**config.mk**
```make
export PLATFORM = sky130hd
export DESIGN_NAME = dual_clk_counter
export DESIGN_NICKNAME = d
export VERILOG_FILES = /design/src/rtl/dcc_pkg.sv /design/src/rtl/dcc_edge_det.sv /design/src/rtl/dcc_step_sel.sv /design/src/rtl/dcc_count_core.sv /design/src/rtl/dcc_term_dec.sv /design/src/rtl/dual_clk_counter.sv
export SDC_FILE = /design/constraint.sdc
export NUM_CORES = 1
export LEC_CHECK = 0
export BUFFER_PORTS_ARGS = -buffer_cell sky130_fd_sc_hd__buf_2
export CAP_MARGIN = 20
export CORE_AREA = 2 2 39 41
export CTS_CLUSTER_DIAMETER = 80
export DETAILED_ROUTE_END_ITERATION = 10
export DIE_AREA = 0 0 41 43
export PLACE_DENSITY_LB_ADDON = 0.3
export SLEW_MARGIN = 0
export SYNTH_ARGS = -nofsm -noshare
export SYNTH_HDL_FRONTEND = slang
export SYNTH_HIERARCHICAL = 1
export SYNTH_SLANG_ARGS = --single-unit
```
**constraint.sdc**
```tcl
create_clock -name clk -period 5.4 [get_ports clk]
set_input_delay 0.54 -clock clk [delete_from_list [all_inputs] [get_ports clk]]
set_output_delay 0.54 -clock clk [all_outputs]
set_load 0.01 [all_outputs]
```
**src/rtl/dcc_pkg.sv**
```systemverilog
// Shared definitions for the dual-clock counter.
// Assumes: channel 0 is the up clock and channel 1 is the down clock.
package dcc_pkg;
    localparam int CH_UP = 0;
    localparam int CH_DN = 1;
    localparam int N_CH  = 2;

    typedef enum logic [1:0] {
        STEP_HOLD = 2'd0,
        STEP_INC  = 2'd1,
        STEP_DEC  = 2'd2
    } step_e;
endpackage

```
**src/rtl/dcc_edge_det.sv**
```systemverilog
// Samples each count-clock input on the system clock and flags rising edges.
// A rise is a high sample whose previous sample was low. Both sample stages
// reset to 1 (the idle level), so reset never produces a false edge.
// Assumes: the inputs are synchronous to clk or already synchronised.
module dcc_edge_det #(
    parameter int NCH = 2
) (
    input  logic           clk,
    input  logic           rst_n,
    input  logic [NCH-1:0] lvl_in,
    output logic [NCH-1:0] lvl_s,
    output logic [NCH-1:0] rise
);
    logic [NCH-1:0] lvl_prev;

    for (genvar g = 0; g < NCH; g++) begin : g_ch
        // Two-stage sample history for one channel
        always_ff @(posedge clk) begin
            if (!rst_n) begin
                lvl_s[g]    <= 1'b1;
                lvl_prev[g] <= 1'b1;
            end else begin
                lvl_s[g]    <= lvl_in[g];
                lvl_prev[g] <= lvl_s[g];
            end
        end

        // Rising edge flag for one channel
        always_comb rise[g] = lvl_s[g] & ~lvl_prev[g];


        rise_one_cycle_chk: assert property (@(posedge clk) disable iff (!rst_n)
            rise[g] |=> !rise[g]);
    end
endmodule

```
**src/rtl/dcc_step_sel.sv**
```systemverilog
// Chooses the count step from the sampled levels and edge flags.
// An up rise counts only while the down level is high. A down rise counts
// only while the up level is high. Simultaneous rises cancel.
module dcc_step_sel
    import dcc_pkg::*;
(
    input  logic [N_CH-1:0] lvl_s,
    input  logic [N_CH-1:0] rise,
    output step_e           step
);
    // Decode the step request
    always_comb begin
        step = STEP_HOLD;
        if (rise[CH_UP] && !rise[CH_DN] && lvl_s[CH_DN])
            step = STEP_INC;
        else if (rise[CH_DN] && !rise[CH_UP] && lvl_s[CH_UP])
            step = STEP_DEC;
    end
endmodule

```
**src/rtl/dcc_count_core.sv**
```systemverilog
// Count register. Priority order: system reset, clear, parallel load, step.
// Counting wraps modulo 2**WIDTH.
module dcc_count_core
    import dcc_pkg::*;
#(
    parameter int WIDTH = 4
) (
    input  logic             clk,
    input  logic             rst_n,
    input  logic             clr,
    input  logic             load_n,
    input  logic [WIDTH-1:0] preset_d,
    input  step_e            step,
    output logic [WIDTH-1:0] count
);
    localparam logic [WIDTH-1:0] ONE = WIDTH'(1);

    // Update the count with the fixed priority order
    always_ff @(posedge clk) begin
        if (!rst_n)
            count <= '0;
        else if (clr)
            count <= '0;
        else if (!load_n)
            count <= preset_d;
        else if (step == STEP_INC)
            count <= count + ONE;
        else if (step == STEP_DEC)
            count <= count - ONE;
    end


    clr_zero_chk: assert property (@(posedge clk) disable iff (!rst_n)
        clr |=> (count == '0));


    load_take_chk: assert property (@(posedge clk) disable iff (!rst_n)
        (!clr && !load_n) |=> (count == $past(preset_d)));


    step_range_chk: assert property (@(posedge clk) disable iff (!rst_n)
        (!clr && load_n) |=> ((count == $past(count)) ||
                              (count == $past(count) + ONE) ||
                              (count == $past(count) - ONE)));
endmodule

```
**src/rtl/dcc_term_dec.sv**
```systemverilog
// Combinational active-low terminal outputs for cascading.
// Carry is low at the maximum count while the up clock is low. Borrow is low
// at zero while the down clock is low. The raw clock levels are used, so the
// pulses follow the count clocks with no register delay.
module dcc_term_dec #(
    parameter int WIDTH = 4
) (
    input  logic [WIDTH-1:0] count,
    input  logic             up_lvl,
    input  logic             dn_lvl,
    output logic             carry_n,
    output logic             borrow_n
);
    localparam logic [WIDTH-1:0] MAX_VAL = {WIDTH{1'b1}};

    // Terminal count decode
    always_comb begin
        carry_n  = ~((count == MAX_VAL) & ~up_lvl);
        borrow_n = ~((count == '0) & ~dn_lvl);
    end
endmodule

```
**src/rtl/dual_clk_counter.sv**
```systemverilog
// Top of the dual-clock up/down counter: edge detection on the two count
// clocks, step selection, the count register and terminal decode.
// Assumes: one system clock, synchronous active-low reset, and count clocks
// that stay at each level for at least one system clock period.
module dual_clk_counter
    import dcc_pkg::*;
#(
    parameter int WIDTH = 4
) (
    input  logic             clk,
    input  logic             rst_n,
    input  logic             clr,
    input  logic             load_n,
    input  logic [WIDTH-1:0] preset_d,
    input  logic             up_clk,
    input  logic             dn_clk,
    output logic [WIDTH-1:0] count_q,
    output logic             carry_n,
    output logic             borrow_n
);
    localparam logic [WIDTH-1:0] MAX_VAL = {WIDTH{1'b1}};

    logic [N_CH-1:0] clk_lvl;
    logic [N_CH-1:0] lvl_s;
    logic [N_CH-1:0] rise;
    step_e           step;

    // Pack the count clocks into channel order
    always_comb begin
        clk_lvl[CH_UP] = up_clk;
        clk_lvl[CH_DN] = dn_clk;
    end

    dcc_edge_det #(.NCH(N_CH)) u_edge (
        .clk    (clk),
        .rst_n  (rst_n),
        .lvl_in (clk_lvl),
        .lvl_s  (lvl_s),
        .rise   (rise)
    );

    dcc_step_sel u_sel (
        .lvl_s (lvl_s),
        .rise  (rise),
        .step  (step)
    );

    dcc_count_core #(.WIDTH(WIDTH)) u_core (
        .clk      (clk),
        .rst_n    (rst_n),
        .clr      (clr),
        .load_n   (load_n),
        .preset_d (preset_d),
        .step     (step),
        .count    (count_q)
    );

    dcc_term_dec #(.WIDTH(WIDTH)) u_term (
        .count    (count_q),
        .up_lvl   (up_clk),
        .dn_lvl   (dn_clk),
        .carry_n  (carry_n),
        .borrow_n (borrow_n)
    );


    both_rise_hold_chk: assert property (@(posedge clk) disable iff (!rst_n)
        (rise[CH_UP] && rise[CH_DN] && load_n && !clr) |=> $stable(count_q));


    carry_at_max_chk: assert property (@(posedge clk) disable iff (!rst_n)
        !carry_n |-> (count_q == MAX_VAL && !up_clk));


    borrow_at_zero_chk: assert property (@(posedge clk) disable iff (!rst_n)
        !borrow_n |-> (count_q == '0 && !dn_clk));
endmodule

```
## After elaboration in Yosys (flattened, before gate mapping)

Cells that the tools add are included.

| word-level totals | value |
|---|---|
| register bits | 8 |
| word-level logic and storage cells | 35 |
| input port bits | 10 |
| output and inout bits | 6 |

| cells by class | value |
|---|---|
| bitwise logic cells | 11 |
| add/sub/neg operators | 2 |
| equal/unequal tests | 4 |
| muxes and demuxes | 5 |
| reduce and logical (&&, ||, !) cells | 8 |

Operators with widths:

| cell | count |
|---|---|
| $mux 4 | 3 |
| $not 1->1 | 7 |
| $add 4x1->4 const B | 1 |
| $and 1x1->1 | 4 |
| $eq 4x4->1 const B | 1 |
| $logic_and 1x1->1 | 4 |
| $logic_not 4->1 | 1 |
| $mux 2 | 2 |
| $sub 4x1->4 const B | 1 |
| $ne 3x1->1 const B | 1 |
| $eq 2x1->1 const B | 1 |
| $eq 2x2->1 const B | 1 |
| $logic_not 1->1 | 2 |
| $reduce_or 2->1 | 1 |

## Longest topological paths before layout

Gate-level depths: netlist of run 1.

| depth | value |
|---|---|
| depth in word-level cells | 11 |
| mapped depth | 8 |
| mapped depth without buffers | 8 |

## Hierarchy

The synthesis of run 1 kept the hierarchy.

By module, submodules not included:

| module | area an instance (um^2) | sequential area each (um^2) | instances | cells each |
|---|---|---|---|---|
| dcc_count_core | 296.5 | 80.1 | 1 | 31 |
| dcc_edge_det | 132.6 | 80.1 | 1 | 10 |
| dcc_term_dec | 25.0 | 0.0 | 1 | 5 |
| dcc_step_sel | 17.5 | 0.0 | 1 | 2 |

## Worst setup path after synthesis of run 1

OpenSTA, ideal clock, no wires.

| path | value |
|---|---|
| path type | register to register |
| start point | register u_edge.lvl_s[0] |
| end point | register u_core.count[3] |
| clock period less this slack | 1792 ps |
| setup slack | 3608 ps |
| stages on the path, launching flop included | 9 |
| arrival | 1668 ps |
| buffers on the path | 0 |
| data required time | 5276 ps |
| setup time | 124 ps |
| cell sequence | dfxtp_1 -> nor2b_4 -> and3b_1 -> nand2b_1 -> ha_1 -> a21o_1 -> a21oi_1 -> xnor2_1 -> o22ai_1 |

| between the ends | value |
|---|---|
| longest elaborated chain between the ends | 9 |
| elaborated cells between the ends (all ways) | 13 |
| classes of those cells | eq/ne: 3; mux: 4; bitwise: 1; reduce/logical: 5 |

Ends and longest elaborated chain:

| element | line | source |
|---|---|---|
| start, declared | dcc_edge_det.sv:11 | `output logic [NCH-1:0] lvl_s,` |
| start signal, assigned by index | dcc_edge_det.sv:23 | `lvl_s[g] <= lvl_in[g];` |
| $and 1x1->1 (*) | dcc_edge_det.sv:29 | `always_comb rise[g] = lvl_s[g] & ~lvl_prev[g];` |
| net rise[0] | dual_clk_counter.sv:25 | `logic [N_CH-1:0] rise;` |
| $logic_not 1->1 | dcc_step_sel.sv:16 | `else if (rise[CH_DN] && !rise[CH_UP] && lvl_s[CH_UP])` |
| $logic_and 1x1->1 (2 in series) | dcc_step_sel.sv:16 |  |
| $mux 2 | dcc_step_sel.sv:16 |  |
| $mux 2 (*) | dcc_step_sel.sv:14 | `if (rise[CH_UP] && !rise[CH_DN] && lvl_s[CH_DN])` |
| net step[1] | dual_clk_counter.sv:26 | `step_e step;` |
| $eq 2x1->1 | dcc_count_core.sv:26 | `else if (step == STEP_INC)` |
| $mux 4 | dcc_count_core.sv:26 |  |
| $mux 4 | dcc_count_core.sv:24 | `else if (!load_n)` |
| end signal, assigned | dcc_count_core.sv:25 | `count <= preset_d;` |
| end signal, assigned | dcc_count_core.sv:27 | `count <= count + ONE;` |
| end signal, assigned | dcc_count_core.sv:29 | `count <= count - ONE;` |
| end, declared | dcc_count_core.sv:14 | `output logic [WIDTH-1:0] count` |

Mark *: on every way through the listed nets, which the timed path passes. The rest lies on a longest branch.
A chain may end at the register's enable or synchronous reset.

## Worst setup path after layout of run 1

| path | value |
|---|---|
| start point | register u_edge.lvl_s[1] |
| end point | register u_core.count[3] |

| between the ends | value |
|---|---|
| longest elaborated chain between the ends | 8 |
| elaborated cells between the ends (all ways) | 13 |
| classes of those cells | eq/ne: 3; mux: 4; bitwise: 1; reduce/logical: 5 |

Ends and longest elaborated chain:

| element | line |
|---|---|
| $and 1x1->1 (*) | dcc_edge_det.sv:29 |
| net rise[1] | dual_clk_counter.sv:25 |
| $logic_and 1x1->1 / $logic_not 1->1 (equally long branches) | dcc_step_sel.sv:16, dcc_step_sel.sv:14 |
| $logic_and 1x1->1 (on tied branches) | dcc_step_sel.sv:16, dcc_step_sel.sv:14 |
| $mux 2 / $logic_and 1x1->1 (equally long branches) | dcc_step_sel.sv:16, dcc_step_sel.sv:14 |
| $mux 2 (*) | dcc_step_sel.sv:14 |
| net step[1] | dual_clk_counter.sv:26 |
| $eq 2x1->1 | dcc_count_core.sv:26 |
| $mux 4 | dcc_count_core.sv:26 |
| $mux 4 | dcc_count_core.sv:24 |

Marked as above.

==> metrics.txt, run 1 <==
Net Count, Synth about 60; WP data arrival 2.05 ns; gr busiest metal met1; ys async rst share 0; global route overflow 0; Non-Filler Instances roughly 80; synth cell count leaders dfxtp_1 (8), nand2b_1 (7), nor2_1 (3), xnor2_1 (3); Hold Buf Count CTS 0; Final Hold Viols 0; clock sink count 8; Synth area leader dfxtp_1; CTS tree yes; clk_lat worst skew approximately 0.25 ns; status completed; first-pass GRT wire length 1.53 mm; Clock Tree Buf Depth 2; post-synthesis cell type count 24; drt first pass iters 3; DRT antenna net count 0; fin crit share 0.355; leak pwr roughly 0.27 nW; CP Launch Type register; met3 GRT Util 0.0471; Slew HR 0.757; die height around 43 um; delay-heaviest family, CP simple AND/OR/NAND/NOR gates; largest net degree at the start of global routing 9; synth top area cells dfxtp_1 (34%), nand2b_1 (9.3%), nor2b_4 (5.8%); sequential fraction of the synthesis area 0.340; H-tree depth 1; # rows 14; MaxCap Viol Count 0; Starting Density 0.341; post_cts resized 0; slowest cell on the critical path dfxtp_1; synthesized instance count 48; Die Wd around 41 um; Slew @ Worst Pin approximately 0.36 ns; slowest stage delay, CP between 0.3 and 0.4 ns; CP Capture Type register; critical-path maximum fanout 4; Post-Place Cells around 80; layout cells sized above 1 0.338; WL/cell ~11 um; RSZ-0062 raised after global routing no; Critical Path, Cell by Cell nor2b_4, and3b_1, nand2b_1, ha_1, a21o_1, a21oi_1, xnor2_1, o22ai_1; Power Dens Cells roughly 230 nW/um2; clock skew roughly 0.0016 ns; Synth Cell Area between 400 and 500 um2; Residual DRC 0; diodes inserted 0; Clock Tree Root clkbuf_4; number of global-route vias before repair approximately 360; Synth top area share 0.340; Port Buffers 15; Clock transition at path regs 0.05 ns; Placer Congestion 0.716; Nets 80; Core Footprint ~1400 um2; total CTS buffers 3; IO Count 16; EDFF count, synth 0; via count approximately 390; routed wire length around 900 um; Hold WC Path Type register to register; ys flop type dfxtp_1; Final min period roughly 1.9 ns; final setup vio count 0; Buf/Inv on CP 0; synthesized flop and latch total 8; WP data required ~5.5 ns; total die area around 1800 um2; kind of critical path register to register; initial antenna violation count 0; Mapped Avg Cell Area approximately 9.8 um2; DP Area 563 um2; Syn. warnings 6; setup TNS 0 ns; Max Freq between 500 and 600 MHz; DP HPWL 677 um; drt initial violations 6; via/cell ratio between 4 and 5; post-CTS setup buffer count 0; area growth from synthesis to layout 24.1%; routing usage on met1 0.184; final instance area between 500 and 600 um2; top-count cell post-synth dfxtp_1; met2 Usage GRT 0.166; Total GRT Usage 0.131; Final Max Tran Viols 0; peak supply drop 0.111 mV
-- state kept, by name (all words and copies together) (netlist names) --
register and cells:
u_edge/lvl_prev 2, u_core/count 4, u_edge/lvl_s 2
-- metal layers --
metal | up-vias | part of all wire
met5 | - | 0
met4 | 0 | 0
met3 | 0 | 0.032
met2 | 7 | 0.45
met1 | 175 | 0.51
li1 | 204 | -
-- metrics by stage --
stage | setup slack [ns] | total power, W | utilization | hold WS [ns]
after global placement | 3.51 | 0.0000918 | 0.407 | 0.438
after CTS | 3.49 | 0.000138 | 0.423 | 0.468
final | 3.48 | 0.000136 | 0.423 | 0.462
after floorplan | 3.61 | 0.0000835 | - | 0.426
after global routing | 3.38 | 0.000146 | 0.423 | 0.490
after detailed placement | 3.51 | 0.0000921 | 0.407 | 0.454
-- final timing paths --
kind	from	to	cells after the start	slack, ns
setup / recovery	u_edge/lvl_s[1]$_SDFF_PN1_	u_core/count[3]$_SDFFE_PP0P_	8	3.48
hold / removal	u_edge/lvl_s[0]$_SDFF_PN1_	u_edge/lvl_prev[0]$_SDFF_PN1_	1	0.46
hold reg to reg	u_edge/lvl_s[0]$_SDFF_PN1_	u_edge/lvl_prev[0]$_SDFF_PN1_	1	0.46
setup reg to reg	u_edge/lvl_s[1]$_SDFF_PN1_	u_core/count[3]$_SDFFE_PP0P_	8	3.48
-- power by group --
group,internal [W],switching [W],leakage [nW]
logic,0.0000135,0.0000119,0.192
clock network,0.0000254,0.0000199,0.0138
registers,0.0000619,0.00000337,0.0659
-- kinds of logic (layout without fill, tap and decap cells) --
kind of cell / Yosys count / count (layout) / synth area share
AO/OA/AOI/OAI: 8 / 8 / 0.114
XOR/XNOR: 5 / 5 / 0.109
AND/OR/NAND/NOR: 20 / 20 / 0.284
multiplexers: 2 / 2 / 0.0424
buffers and inverters: 2 / 19 / 0.0159
adder cells (fa/ha/maj): 3 / 3 / 0.0955
flip-flops: 8 / 8 / 0.340
-- area by class of cell --
type                       instances  area (um2)
fill                             142         798
multi-input combinational         38         304
sequential                         8         160
timing repair buffer              15        75.1
clock buffer                       3        22.5
tap                               16        20.0
inverter                           1        3.75
-- cell usage in the layout, fill, tap and decap left out --
master / count
buf_2: 15
dfxtp_1: 8
nand2b_1: 7
clkbuf_4: 3
nor2_1: 3
xnor2_1: 3
mux2i_1: 2
o21ai_1: 2
a21oi_1: 2
nand2_1: 2
ha_1: 2
nor2b_4: 2
and3b_1: 2
xor2_2: 1
xor2_1: 1
inv_1: 1
a21o_1: 1
nand4b_1: 1
o22ai_1: 1
o211ai_1: 1
a211oi_2: 1
fa_1: 1
nor2b_1: 1
nand4_1: 1
nor3_1: 1
(Power assumes the default switching activity.)
==> inputs of run 2 (changes only) <==
==> constraint.sdc (replaced) <==
create_clock -name clk -period 1.95 [get_ports clk]
set_input_delay 0.195 -clock clk [delete_from_list [all_inputs] [get_ports clk]]
set_output_delay 0.195 -clock clk [all_outputs]
set_load 0.01 [all_outputs]
==> metrics.txt, run 2 (same netlist as run 1, synthesis figures left out) <==
Worst R2R Path Depth 8; CP Depth 8; kind of critical path register to register; diodes inserted 0; routed wire length about 900 um; Final Max Tran Viols 0; MaxCap Viol Count 0; drt first pass iters 4; Clock Tree Buf Depth 2; total CTS buffers 3; Port Buffers 15; clock sink count 8; Placer Congestion roughly 0.73; clock skew between 0.01 and 0.015 ns; area growth from synthesis to layout 27.3%; Nets 81; CP Capture Type register; DRT antenna net count 0; RSZ-0062 raised after global routing no; most frequent cells in the layout buf_2 (15), dfxtp_1 (8), nand2b_1 (6); WP data required roughly 2.1 ns; Critical Path, Cell by Cell nor2b_4, and3b_1, nand2b_4, ha_1, a21o_1, a21oi_1, xnor2_1, o22ai_1; Core Footprint around 1400 um2; number of global-route vias before repair approximately 370; final setup vio count 0; DP HPWL between 600 and 700 um; Slew HR 0.778; post-CTS setup buffer count 0; Clock Tree Root clkbuf_4; Total GRT Usage 0.134; Starting Density 0.341; total die area ~1800 um2; fillers between 100 and 150; Max Freq around 550 MHz; hold path depth 2; peak supply drop 0.319 mV; slowest stage delay, CP approximately 0.34 ns; critical-path maximum fanout 4; CTS tree yes; first-pass GRT wire length between 1.5 and 2 mm; commonest non-fill, non-tap cell in the layout buf_2; slowest cell on the critical path dfxtp_1; Clock transition at path regs 0.06 ns; H-tree depth 1; total power about 0.00038 W; via count 381; Final min period about 1.8 ns; delay-heaviest family, CP simple AND/OR/NAND/NOR gates; Power Dens Cells between 600 and 700 nW/um2; Buf/Inv on CP 0; Hold WC Path Type input port to register; die height between 40 and 50 um; # rows 14; via/cell ratio roughly 4.6; setup TNS 0 ns; Final Hold Viols 0; drt initial violations 5; Die Wd 41 um; WP data arrival 1.96 ns; global route overflow 0; post_cts resized 0; IO Count 16; max reg flops 4; Slew @ Worst Pin about 0.33 ns; Hold Buf Count CTS 0; initial antenna violation count 0; clk_lat worst skew ~0.25 ns; CP Launch Type register; layout cells sized above 1 0.364; WL/cell around 11 um; fin crit share 0.936; leak pwr ~0.28 nW; top flop regs u_core/count (4), u_edge/lvl_prev (2), u_edge/lvl_s (2); status completed; Top reg by flops u_core/count; largest net degree at the start of global routing 9; Residual DRC 0
## run 2: changes by cell type in the layout (fill, tap and decap cells not counted)
cell and change:
buf_4 +1, nand2b_1 -1, nand2b_4 +1
## run 2: per-stage QoR
| stage | cell area (um2) | hold slack [ns] | util | worst slack [ns] | std cells |
|---|---|---|---|---|---|
| after floorplan | 472 | 0.268 | - | 0.158 | 48 |
| after global placement | 571 | 0.396 | 0.412 | 0.0737 | 79 |
| after detailed placement | 571 | 0.396 | 0.412 | 0.0400 | 79 |
| after CTS | 593 | 0.139 | 0.429 | 0.0283 | 82 |
| after global routing | 601 | 0.130 | 0.434 | 0.0105 | 82 |
| final | 601 | 0.144 | 0.434 | 0.125 | 82 |
## run 2: per-layer routing
layer | track usage | up-vias | routed length, um
li1 | - | 203 | -
met1 | 0.173 | 167 | 433
met2 | 0.184 | 9 | 426
met3 | 0.0471 | 2 | 31
met4 | 0.0800 | 0 | 7
met5 | 0 | - | 0
## run 2: layout make-up
cell class | count | area (um2) | area share
clock buffer | 3 | 22.5 | 0.0375
inverter | 1 | 3.75 | 0.00625
multi-input combinational | 38 | 312 | 0.519
sequential | 8 | 160 | 0.267
tap | 16 | 20.0 | 0.0333
timing repair buffer | 16 | 82.6 | 0.137
## run 2: path summary, 6_finish.rpt
kind,startpoint,endpoint,slack (ns)
setup / recovery,u_edge/lvl_s[0]$_SDFF_PN1_,u_core/count[3]$_SDFFE_PP0P_,0.12
hold / removal,dn_clk,u_edge/lvl_s[1]$_SDFF_PN1_,0.14
setup reg to reg,u_edge/lvl_s[0]$_SDFF_PN1_,u_core/count[3]$_SDFFE_PP0P_,0.12
hold reg to reg,u_edge/lvl_s[0]$_SDFF_PN1_,u_edge/lvl_prev[0]$_SDFF_PN1_,0.47
## run 2: where the power goes
part           total [W]  internal (W)  switching (W)  leakage [nW]
registers       0.000181      0.000171     0.00000926        0.0659
logic          0.0000721     0.0000392      0.0000330         0.199
clock network   0.000128     0.0000705      0.0000575        0.0138
